`src/rtl/mdio_master.sv`:
```
module mdio_master #(
  parameter int DIV_W   = 7,
  parameter int DIV_RST = 26,
  parameter int PRE_LEN = 32
) (
  input  logic        clk,
  input  logic        rst_n,
  input  logic        reg_wen,
  input  logic [2:0]  reg_addr,
  input  logic [31:0] reg_wdata,
  output logic [31:0] reg_rdata,
  output logic        mdc,
  output logic        mdio_o,
  output logic        mdio_oe,
  input  logic        mdio_i
);
  localparam int TOT   = PRE_LEN + 32;
  localparam int POS_W = $clog2(TOT);

  logic [DIV_W-1:0] div_q, cnt;
  logic             pre_q, busy, mdc_q;
  logic [POS_W-1:0] pos;
  logic [31:0]      frame;

  wire ctrl_wr = reg_wen && reg_addr == 3'h0;
  wire data_wr = reg_wen && reg_addr == 3'h4;
  wire tick    = cnt >= div_q;
  wire rd_op   = frame[29:28] == 2'b10;
  wire in_pre  = pos >= POS_W'(32);

  always_ff @(posedge clk or negedge rst_n) begin
    if (!rst_n) begin
      div_q <= DIV_W'(DIV_RST);
      pre_q <= 1'b0;
      busy  <= 1'b0;
      mdc_q <= 1'b0;
      cnt   <= '0;
      pos   <= '0;
      frame <= '0;
    end else begin
      if (ctrl_wr) begin
        div_q <= reg_wdata[DIV_W-1:0];
        pre_q <= reg_wdata[7];
      end
      if (!busy) begin
        if (data_wr) begin
          frame <= reg_wdata;
          busy  <= 1'b1;
          pos   <= pre_q ? POS_W'(TOT - 1) : POS_W'(31);
          cnt   <= '0;
          mdc_q <= 1'b0;
        end
      end else if (tick) begin
        cnt   <= '0;
        mdc_q <= ~mdc_q;
        if (!mdc_q) begin
          if (rd_op && pos < POS_W'(16)) frame[pos[4:0]] <= mdio_i;
        end else if (pos == '0) begin
          busy <= 1'b0;
        end else begin
          pos <= pos - 1'b1;
        end
      end else begin
        cnt <= cnt + 1'b1;
      end
    end
  end

  assign mdc     = mdc_q;
  assign mdio_o  = busy && (in_pre || frame[pos[4:0]]);
  assign mdio_oe = busy && !(rd_op && pos <= POS_W'(16));

  always_comb begin
    reg_rdata = '0;
    if (reg_addr == 3'h0) begin
      reg_rdata[DIV_W-1:0] = div_q;
      reg_rdata[7]         = pre_q;
      reg_rdata[8]         = busy;
    end else if (reg_addr == 3'h4) begin
      reg_rdata = frame;
    end
  end

  p_idle_quiet_r9: assert property (@(posedge clk) disable iff (!rst_n)
    !busy |-> !mdc && !mdio_oe);
  p_mdc_only_busy_r4: assert property (@(posedge clk) disable iff (!rst_n)
    !$stable(mdc) |-> $past(busy));
  p_release_read_r7: assert property (@(posedge clk) disable iff (!rst_n)
    busy && rd_op && pos < POS_W'(16) |-> !mdio_oe);
  p_preamble_ones_r5: assert property (@(posedge clk) disable iff (!rst_n)
    busy && in_pre |-> mdio_oe && mdio_o);
  p_no_restart_r8: assert property (@(posedge clk) disable iff (!rst_n)
    busy && data_wr && !(tick && mdc_q) |=> $stable(pos));
  p_busy_ro_r2: assert property (@(posedge clk) disable iff (!rst_n)
    !busy && ctrl_wr && !data_wr |=> !busy);
endmodule

```
`config.mk`:
```
export PLATFORM = sky130hd
export DESIGN_NAME = mdio_master
export DESIGN_NICKNAME = d
export VERILOG_FILES = /design/src/rtl/mdio_master.sv
export SDC_FILE = /design/constraint.sdc
export NUM_CORES = 1
export LEC_CHECK = 0
export BUFFER_PORTS_ARGS = -buffer_cell sky130_fd_sc_hd__buf_2
export CAP_MARGIN = 20
export CORE_MARGIN = 3
export CORE_UTILIZATION = 36
export DETAILED_ROUTE_END_ITERATION = 6
export SLEW_MARGIN = 20
export SYNTH_ARGS = -nofsm -noshare
export SYNTH_HDL_FRONTEND = slang
export SYNTH_SLANG_ARGS = --single-unit
```
`constraint.sdc`:
```
create_clock -name clk -period 2.8 [get_ports clk]
set_clock_uncertainty 0.1 [all_clocks]
set_input_delay 0.56 -clock clk [delete_from_list [all_inputs] [get_ports clk]]
set_output_delay 0.56 -clock clk [all_outputs]
set_load 0.03 [all_outputs]
```
==> flow_metrics.tcl, run 1 <==
set metrics [dict create \
    final_cell_mix "72 x buf_2, 51 x dfrtp_1, 45 x nor2_1" \
    die_w_um 104 \
    postRouteAntennaNets 0 \
    worst_pin_slew_ns 0.900 \
    route.detailed.drc 0 \
    hold_class "input port to async pin" \
    cp-end-kind "output pin" \
    hpwl_mm 7.21 \
    hold_viol_final 0 \
    worstSetupStartpointType "register" \
    synth.area.mux_share 0.108 \
    r2r-end "frame[15]" \
    gr-usage-all-layers 0.172 \
    gp_congestion 0.877 \
    cts_root_buf "clkbuf_8" \
    clk_path_buf_depth 2 \
    synth.avg_cell_area_um2 9.20 \
    synthSimpleGateAreaFrac 0.213 \
    critPathRequiredTime_ns 2.14 \
    synth-adder-area-share 0.0469 \
    clkSinkCount 55 \
    combPwrFrac 0.456 \
    routed-via-count 3090 \
    fp.coreArea_um2 9280 \
    avgViaCountPerCell 5.30 \
    seqPwrFrac 0.412 \
    synth-main-ff-cell "dfrtp_1" \
    outcome "complete, but fails checks" \
    finalNetCount 506 \
    htree_levels 2 \
    grt_antenna_before_repair 0 \
    fin_crit_sh 1.01 \
    r2r_start "cnt[0]" \
    syn_inst 377 \
    synth-seq-cells 55 \
    power.density_nw_per_um2 823 \
    rsz0062_at_grt "true" \
    fin_tns_setup_ns -0.0275 \
    power_leakage_nw 1.87 \
    io_pins 74 \
    synth_top_family_by_area "simple AND/OR/NAND/NOR gates" \
    layout_commonest_cell "buf_2" \
    first_pass_iters 4 \
    cts.clk_slew.worst_paths_ns 0.09 \
    rr_worst_depth 8 \
    wirelength_mm 9.58 \
    yosysSeqAreaShare 0.398 \
    drv_cap 0 \
    p_clk_frac 0.132 \
    synthXorXnorAreaFrac 0.0126 \
    numCtsBuffers 5 \
    num_rows 35 \
    min_period_ns 2.83 \
    floorplan.initialDensity 0.374 \
    timing.fmax_mhz 354 \
    drive_gt1_frac 0.297 \
    grt_first_pass_wirelength_mm 15.3 \
    setup_ws_ns -0.0275 \
    drv_slew 0 \
    crit_arrival_ns 2.17 \
    final_core_util 0.447 \
    netlist_area_um2 3470 \
    synth_nets 429 \
    whs_ns 0.259 \
    insertion_delay_ns 0.31 \
    violations "negative setup slack" \
    cts_tree "built" \
    r2r_slack_ns 0.18 \
    antenna-diode-count 0 \
    grt_max_degree 56 \
    p_sw_frac 0.409 \
    area_delta_synth_final_pct 19.5 \
    synth_cell_types 56 \
    gr-total-overflow 0 \
    ys_warn_count 0 \
    p_switching_mw 1.40 \
    setup_violations 1 \
    die_height_um 104 \
    wl_per_cell_um 16.4 \
    peakVddDrop_uv 366 \
    critPathKind "register to output pin" \
    synth_edf_count 0 \
    die-area_um2 10900 \
    cp_max_fo 7 \
    p_int_mw 2.02 \
    cts_hold_buffers 0 \
    grt_pass1_vias 2992 \
    slew_headroom 0.400 \
    synth_compound_area_frac 0.178 \
    io_buffers 73 \
    async_reset_ff_frac 1.00 \
    drtIter0Drc 165 \
]
## synthesized netlist by cell type, drive strengths merged, types with 6 or more instances
| cell type | instances | area, um2 |
|---|---|---|
| dfrtp | 52 | 1300 |
| mux2 | 11 | 124 |
| nor2 | 47 | 179 |
| a21oi | 23 | 123 |
| nor3 | 14 | 70.1 |
| inv | 10 | 37.5 |
| buf | 6 | 43.8 |
| nand2 | 32 | 123 |
| a311oi | 12 | 105 |
| nand3 | 6 | 30.0 |
| o21ai | 16 | 83.8 |
| mux2i | 16 | 160 |
| and2 | 27 | 169 |
| o22ai | 16 | 100 |
| clkbuf | 19 | 71.3 |
| ha | 13 | 163 |
## power groups by stage
stage | combinational [mW] | clock [mW] | sequential [mW]
after floorplan | 1.19 | 0 | 1.29
after CTS | 1.53 | 0.467 | 1.41
after detailed placement | 1.51 | 0 | 1.42
after global routing | 1.72 | 0.493 | 1.45
final | 1.56 | 0.449 | 1.41
after global placement | 1.47 | 0 | 1.43
## logic make-up after synthesis
group	Yosys count
mux	31
flops	55
simple gates	147
fa+ha+maj	13
compound gates	91
xor+xnor	5
buf+inv	35
## critical path, cell delays in order (launching register included)
cell      delay, ns
dfrtp_2        0.46
mux4_2         0.53
mux2i_1        0.19
nor2_1         0.08
a31oi_1        0.16
o221ai_1       0.14
and2_1         0.17
buf_6          0.14
## through the flow
stage               instance area [um2]  instances  power (mW)  setup slack [ns]
detailed placement                 4030        573        2.93             0.156
global route                       4150        583        3.66            -0.127
floorplan                          3470        377        2.49             0.361
finish                             4150        583        3.41           -0.0275
CTS                                4120        580        3.41           -0.0407
global placement                   4030        573        2.89             0.215
## sequential cells by signal, summed over array words and instances, names as in the netlist
signal and count:
frame 32, cnt 7, div_q 7, pos 6, busy 1, mdc 1
pre_q 1
## what timing repair did
action	in CTS	in global routing
gates resized for setup	4	1
buffers inserted	0	3
endpoints found under the setup margin	1	1
gates cloned	0	0
pin swaps	2	2
## per-layer routing
metal	vias to the layer above	wire [um]	global-route usage
li1	1509	-	-
met1	1511	4560	0.244
met2	63	4540	0.279
met3	7	385	0.0267
met4	0	89	0.0389
met5	-	0	0
## final cells by class
class | count | area [um2]
sequential | 55 | 1380
timing repair buffer | 95 | 537
multi-input combinational | 287 | 1940
inverter | 10 | 37.5
clock buffer | 6 | 82.6
fill | 949 | 5140
tap | 129 | 161
clock inverter | 1 | 5.00
## how the worst max path moves through the flow
stage	startpoint	to	depth (start not counted)	slack, ns
2_1_floorplan	pos[0]	mdio_o	6	0.36
3_3_place_gp	pos[0]	pos[5]	9	0.21
6_report	pos[0]	mdio_o	7	-0.03
3_5_place_dp	pos[0]	mdio_o	7	0.16
5_1_grt	pos[0]	mdio_o	7	-0.13
4_1_cts	pos[0]	mdio_o	7	-0.04
No activity file was read; power rests on OpenSTA's default activity.
==> run 2: changes to the inputs <==
Settings changed: CORE_UTILIZATION 36 to 38.
==> run 2 against run 1 <==
Net effect:
- the flow still finishes with violations (negative setup slack)
- non-clock buffer count is 3 lower
- design area is 0.27% lower
- final cell count is 3.9% lower
- largest cell class unchanged
- global-route usage is 1.7 points higher
- first-iteration DRC count is 10% lower
==> flow_metrics.tcl, run 2 (synthesis gave the netlist of run 1 again) <==
set metrics [dict create \
    largest_reg_flops 32 \
    die_height_um 102 \
    cts_hold_buffers 0 \
    wl_per_cell_um 16.9 \
    finalInstanceArea_um2 4140 \
    crit_arrival_ns 2.18 \
    postRouteAntennaNets 0 \
    num_rows 34 \
    violations "negative setup slack" \
    largestRegisters "frame (32), cnt (7), div_q (7)" \
    drive_gt1_frac 0.299 \
    cp_max_fo 8 \
    wirelength_mm 9.49 \
    area_delta_synth_final_pct 19.2 \
    drtIter0Drc 148 \
    die_w_um 102 \
    die-area_um2 10300 \
    io_pins 74 \
    grt_pass1_vias 3029 \
    timing.fmax_mhz 352 \
    cts_root_buf "clkbuf_8" \
    grt_antenna_before_repair 0 \
    grt_max_degree 56 \
    slew_headroom 0.436 \
    critPathRequiredTime_ns 2.14 \
    hpwl_mm 7.02 \
    fin_crit_sh 1.01 \
    power.density_nw_per_um2 858 \
    gr-usage-all-layers 0.189 \
    antenna-diode-count 0 \
    setup_ws_ns -0.0388 \
    fp.coreArea_um2 8810 \
    min_period_ns 2.84 \
    power_leakage_nw 1.87 \
    first_pass_iters 5 \
    worst_pin_slew_ns 0.846 \
    r2r_start "div_q[4]" \
    gr-total-overflow 0 \
    worstSetupStartpointType "register" \
    floorplan.initialDensity 0.394 \
    drv_cap 0 \
    hold_class "input port to async pin" \
    insertion_delay_ns 0.31 \
    cp-end-kind "output pin" \
    finalNetCount 503 \
    clk_path_buf_depth 2 \
    route.detailed.drc 0 \
    power_mw 3.55 \
    rr_worst_depth 9 \
    htree_levels 2 \
    setup_violations 1 \
    layout_commonest_cell "buf_2" \
    fin_tns_setup_ns -0.0388 \
    dpl_cell_area_um2 3980 \
    drv_slew 0 \
    gp_congestion 0.830 \
    fillers 868 \
    routed-via-count 3193 \
    top_register "frame" \
    cts_tree "built" \
    clkSinkCount 55 \
    r2r-end "pos[5]" \
    avgViaCountPerCell 5.70 \
    hold_viol_final 0 \
    r2r_slack_ns 0.23 \
    final_cell_mix "72 x buf_2, 50 x dfrtp_1, 45 x nor2_1" \
    peakVddDrop_uv 298 \
    cts.clk_slew.worst_paths_ns 0.10 \
    rsz0062_at_grt "true" \
    numCtsBuffers 5 \
    io_buffers 73 \
    critPathKind "register to output pin" \
    grt_first_pass_wirelength_mm 15.5 \
    outcome "complete, but fails checks" \
]
## run 2: metrics by stage
stage | util | instances | setup WS (ns) | hold slack (ns)
6_report | 0.470 | 560 | -0.0388 | 0.274
5_1_grt | 0.470 | 560 | -0.163 | 0.324
4_1_cts | 0.466 | 557 | -0.0551 | 0.311
3_5_place_dp | 0.452 | 549 | 0.146 | 0.410
3_3_place_gp | 0.452 | 549 | 0.192 | 0.404
2_1_floorplan | - | 377 | 0.361 | 0.164
## run 2: cell type report
| class | instances | area, um2 | share of cell area |
|---|---|---|---|
| inverters | 10 | 37.5 | 0.00908 |
| clock buffers | 6 | 82.6 | 0.0200 |
| repair buffers | 92 | 518 | 0.125 |
| flip-flops and latches | 55 | 1380 | 0.334 |
| multi-input cells | 287 | 1940 | 0.470 |
| well taps | 108 | 135 | 0.0327 |
| clock inverters | 2 | 35.0 | 0.00847 |
## run 2: critical path: stages (launching register included)
cell      delay, ns
dfrtp_2        0.49
mux4_2         0.54
mux2i_2        0.18
nor2_1         0.06
a31oi_1        0.17
o221ai_1       0.11
and2_1         0.19
buf_6          0.14
## run 2: where the power goes
part | switching (mW) | total [mW] | internal [mW]
combinational | 0.812 | 1.56 | 0.747
sequential | 0.335 | 1.43 | 1.09
clock | 0.271 | 0.561 | 0.290
total | 1.42 | 3.55 | 2.13
## run 2: repair_timing
action | 4_1_cts | 5_1_grt
pin swaps | 1 | 1
gates resized for setup | 5 | 2
endpoints found under the setup margin | 1 | 4
setup buffers | 0 | 3
## run 2: routing by layer
metal / part of all wire / up-vias / GRT usage / wire length, um
met3: 0.049 / 5 / 0.0262 / 469
met5: 0 / - / 0 / 0
li1: - / 1508 / - / -
met1: 0.46 / 1584 / 0.274 / 4330
met2: 0.48 / 96 / 0.303 / 4600
met4: 0.0092 / 0 / 0.0419 / 87
## run 2: worst max-delay path by stage
stage | from | slack (ns) | to | cells past startpoint
2_1_floorplan | pos[0] | 0.36 | mdio_o | 6
3_3_place_gp | pos[0] | 0.19 | mdio_o | 7
3_5_place_dp | pos[0] | 0.15 | mdio_o | 7
4_1_cts | pos[0] | -0.06 | mdio_o | 7
5_1_grt | pos[0] | -0.16 | mdio_o | 7
6_report | pos[0] | -0.04 | mdio_o | 7
==> run 3: changes to the inputs <==
Settings changed: CAP_MARGIN 20 to unset, REMOVE_ABC_BUFFERS set to 1.
==> run 3 against run 2 <==
Net effect:
- the run still ends with negative setup slack left
- utilization increased by 0.11 points
- die area unchanged
- routed wire length increased by 2.6%
- fmax increased by 0.28%
- worst hold slack got worse by 0.075 ns
- clock power decreased by 17%
- sequential cell count unchanged
- via count decreased by 1.3%
- global-route usage increased by 0.50 points
- final cell count increased by 0.89%
- first-iteration DRC count increased by 10%
- setup slack improved by 0.0079 ns
==> flow_metrics.tcl, run 3 (synthesis gave the netlist of run 1 again) <==
set metrics [dict create \
    die_height_um 102 \
    power_leakage_nw 1.88 \
    largestRegisters "frame (32), cnt (7), div_q (7)" \
    dpl_cell_area_um2 4010 \
    slew_headroom 0.441 \
    grt_max_degree 32 \
    outcome "complete, but fails checks" \
    route.detailed.drc 0 \
    dp.cells 553 \
    postRouteAntennaNets 0 \
    wl_per_cell_um 17.2 \
    stdcell_count 565 \
    cp_max_fo 8 \
    top_register "frame" \
    antenna-diode-count 0 \
    drv_cap 0 \
    wirelength_mm 9.73 \
    fin_tns_setup_ns -0.0309 \
    min_period_ns 2.83 \
    finalNetCount 508 \
    hold_viol_final 0 \
    pre_cts_ws_ns 0.0976 \
    final_cell_mix "71 x buf_2, 50 x dfrtp_1, 45 x nor2_1" \
    power.density_nw_per_um2 834 \
    io_buffers 73 \
    crit_arrival_ns 2.17 \
    insertion_delay_ns 0.31 \
    grt_pass1_vias 3138 \
    die-area_um2 10300 \
    drive_gt1_frac 0.304 \
    first_pass_iters 4 \
    num_rows 34 \
    drtIter0Drc 163 \
    peakVddDrop_uv 236 \
    cp-end-kind "output pin" \
    htree_levels 2 \
    die_w_um 102 \
    floorplan.initialDensity 0.394 \
    routed-via-count 3153 \
    critPathRequiredTime_ns 2.14 \
    hpwl_mm 7.41 \
    cts_root_buf "clkbuf_8" \
    timing.fmax_mhz 353 \
    finalInstanceArea_um2 4150 \
    clk_path_buf_depth 2 \
    worstSetupStartpointType "register" \
    io_pins 74 \
    final_core_util 0.471 \
    fp.coreArea_um2 8810 \
    drv_slew 0 \
    fin_crit_sh 1.01 \
    cts.clk_slew.worst_paths_ns 0.10 \
    slowest_stage "mux4_2" \
    avgViaCountPerCell 5.58 \
    cts_tree "built" \
    power_mw 3.46 \
    setup_violations 1 \
    area_delta_synth_final_pct 19.5 \
    rsz0062_at_grt "true" \
    layout_commonest_cell "buf_2" \
    whs_ns 0.199 \
    numCtsBuffers 5 \
    worst_pin_slew_ns 0.839 \
    gr-usage-all-layers 0.194 \
    setup_ws_ns -0.0309 \
    worstPathCellList "buf_4 > mux4_2 > a31oi_1 > o221ai_1 > and2_1 > buf_6" \
    clkSinkCount 55 \
    critPathMaxStageDelay_ns 0.52 \
    grt_first_pass_wirelength_mm 16.1 \
    violations "negative setup slack" \
    critPathKind "register to output pin" \
    hold_class "input port to async pin" \
    gp_congestion 0.938 \
    grt_antenna_before_repair 0 \
    r2r_slack_ns 0.17 \
    gr-total-overflow 0 \
    largest_reg_flops 32 \
]
## run 3: what timing repair did
action	in CTS	in global routing
pin swaps	2	1
gates resized for setup	4	4
setup buffers	2	2
setup endpoints to repair	1	15
endpoints found under the hold margin	0	0
hold buffers	0	0
## run 3: report_power, final
group / internal (mW) / total [mW] / leakage [nW] / switching, mW
combinational: 0.758 / 1.58 / 1.18 / 0.822
sequential: 1.09 / 1.41 / 0.656 / 0.322
clock: 0.201 / 0.464 / 0.0482 / 0.263
total: 2.05 / 3.46 / 1.88 / 1.41
## run 3: worst paths after layout
| path | startpoint | endpoint | cells after the start |
|---|---|---|---|
| max reg2reg | div_q[4] | pos[5] | 9 |
| min reg2reg | div_q[3] | div_q[3] | 2 |
| min | rst_n | div_q[6] | 1 |
| min in group clk | reg_wdata[18] | frame[18] | 3 |
| max | pos[0] | mdio_o | 6 |
| max in group asynchronous | rst_n | frame[6] | 2 |
## run 3: area by class of cell
class                           instances  area [um2]
Sequential cell                        55        1380
Fill cell                             858        4660
Clock buffer                            7        86.3
Multi-Input combinational cell        287        1940
Inverter                               10        37.5
Tap cell                              108         135
Clock inverter                          1        5.00
Timing Repair Buffer                   97         554
## run 3: layer usage
| metal | vias to the layer above | global-route usage | part of all wire |
|---|---|---|---|
| li1 | 1519 | - | - |
| met1 | 1514 | 0.285 | 0.48 |
| met2 | 108 | 0.301 | 0.45 |
| met3 | 12 | 0.0234 | 0.049 |
| met4 | 0 | 0.0593 | 0.015 |
| met5 | - | 0 | 0 |
## run 3: worst max-delay path, delay by kind of cell (launching register included)
family                 cells  cell delay (ns)
AND/OR/NAND/NOR            1             0.17
AO/OA/AOI/OAI              2             0.35
multiplexers               1             0.52
flip-flops                 1             0.49
buffers and inverters      2             0.34
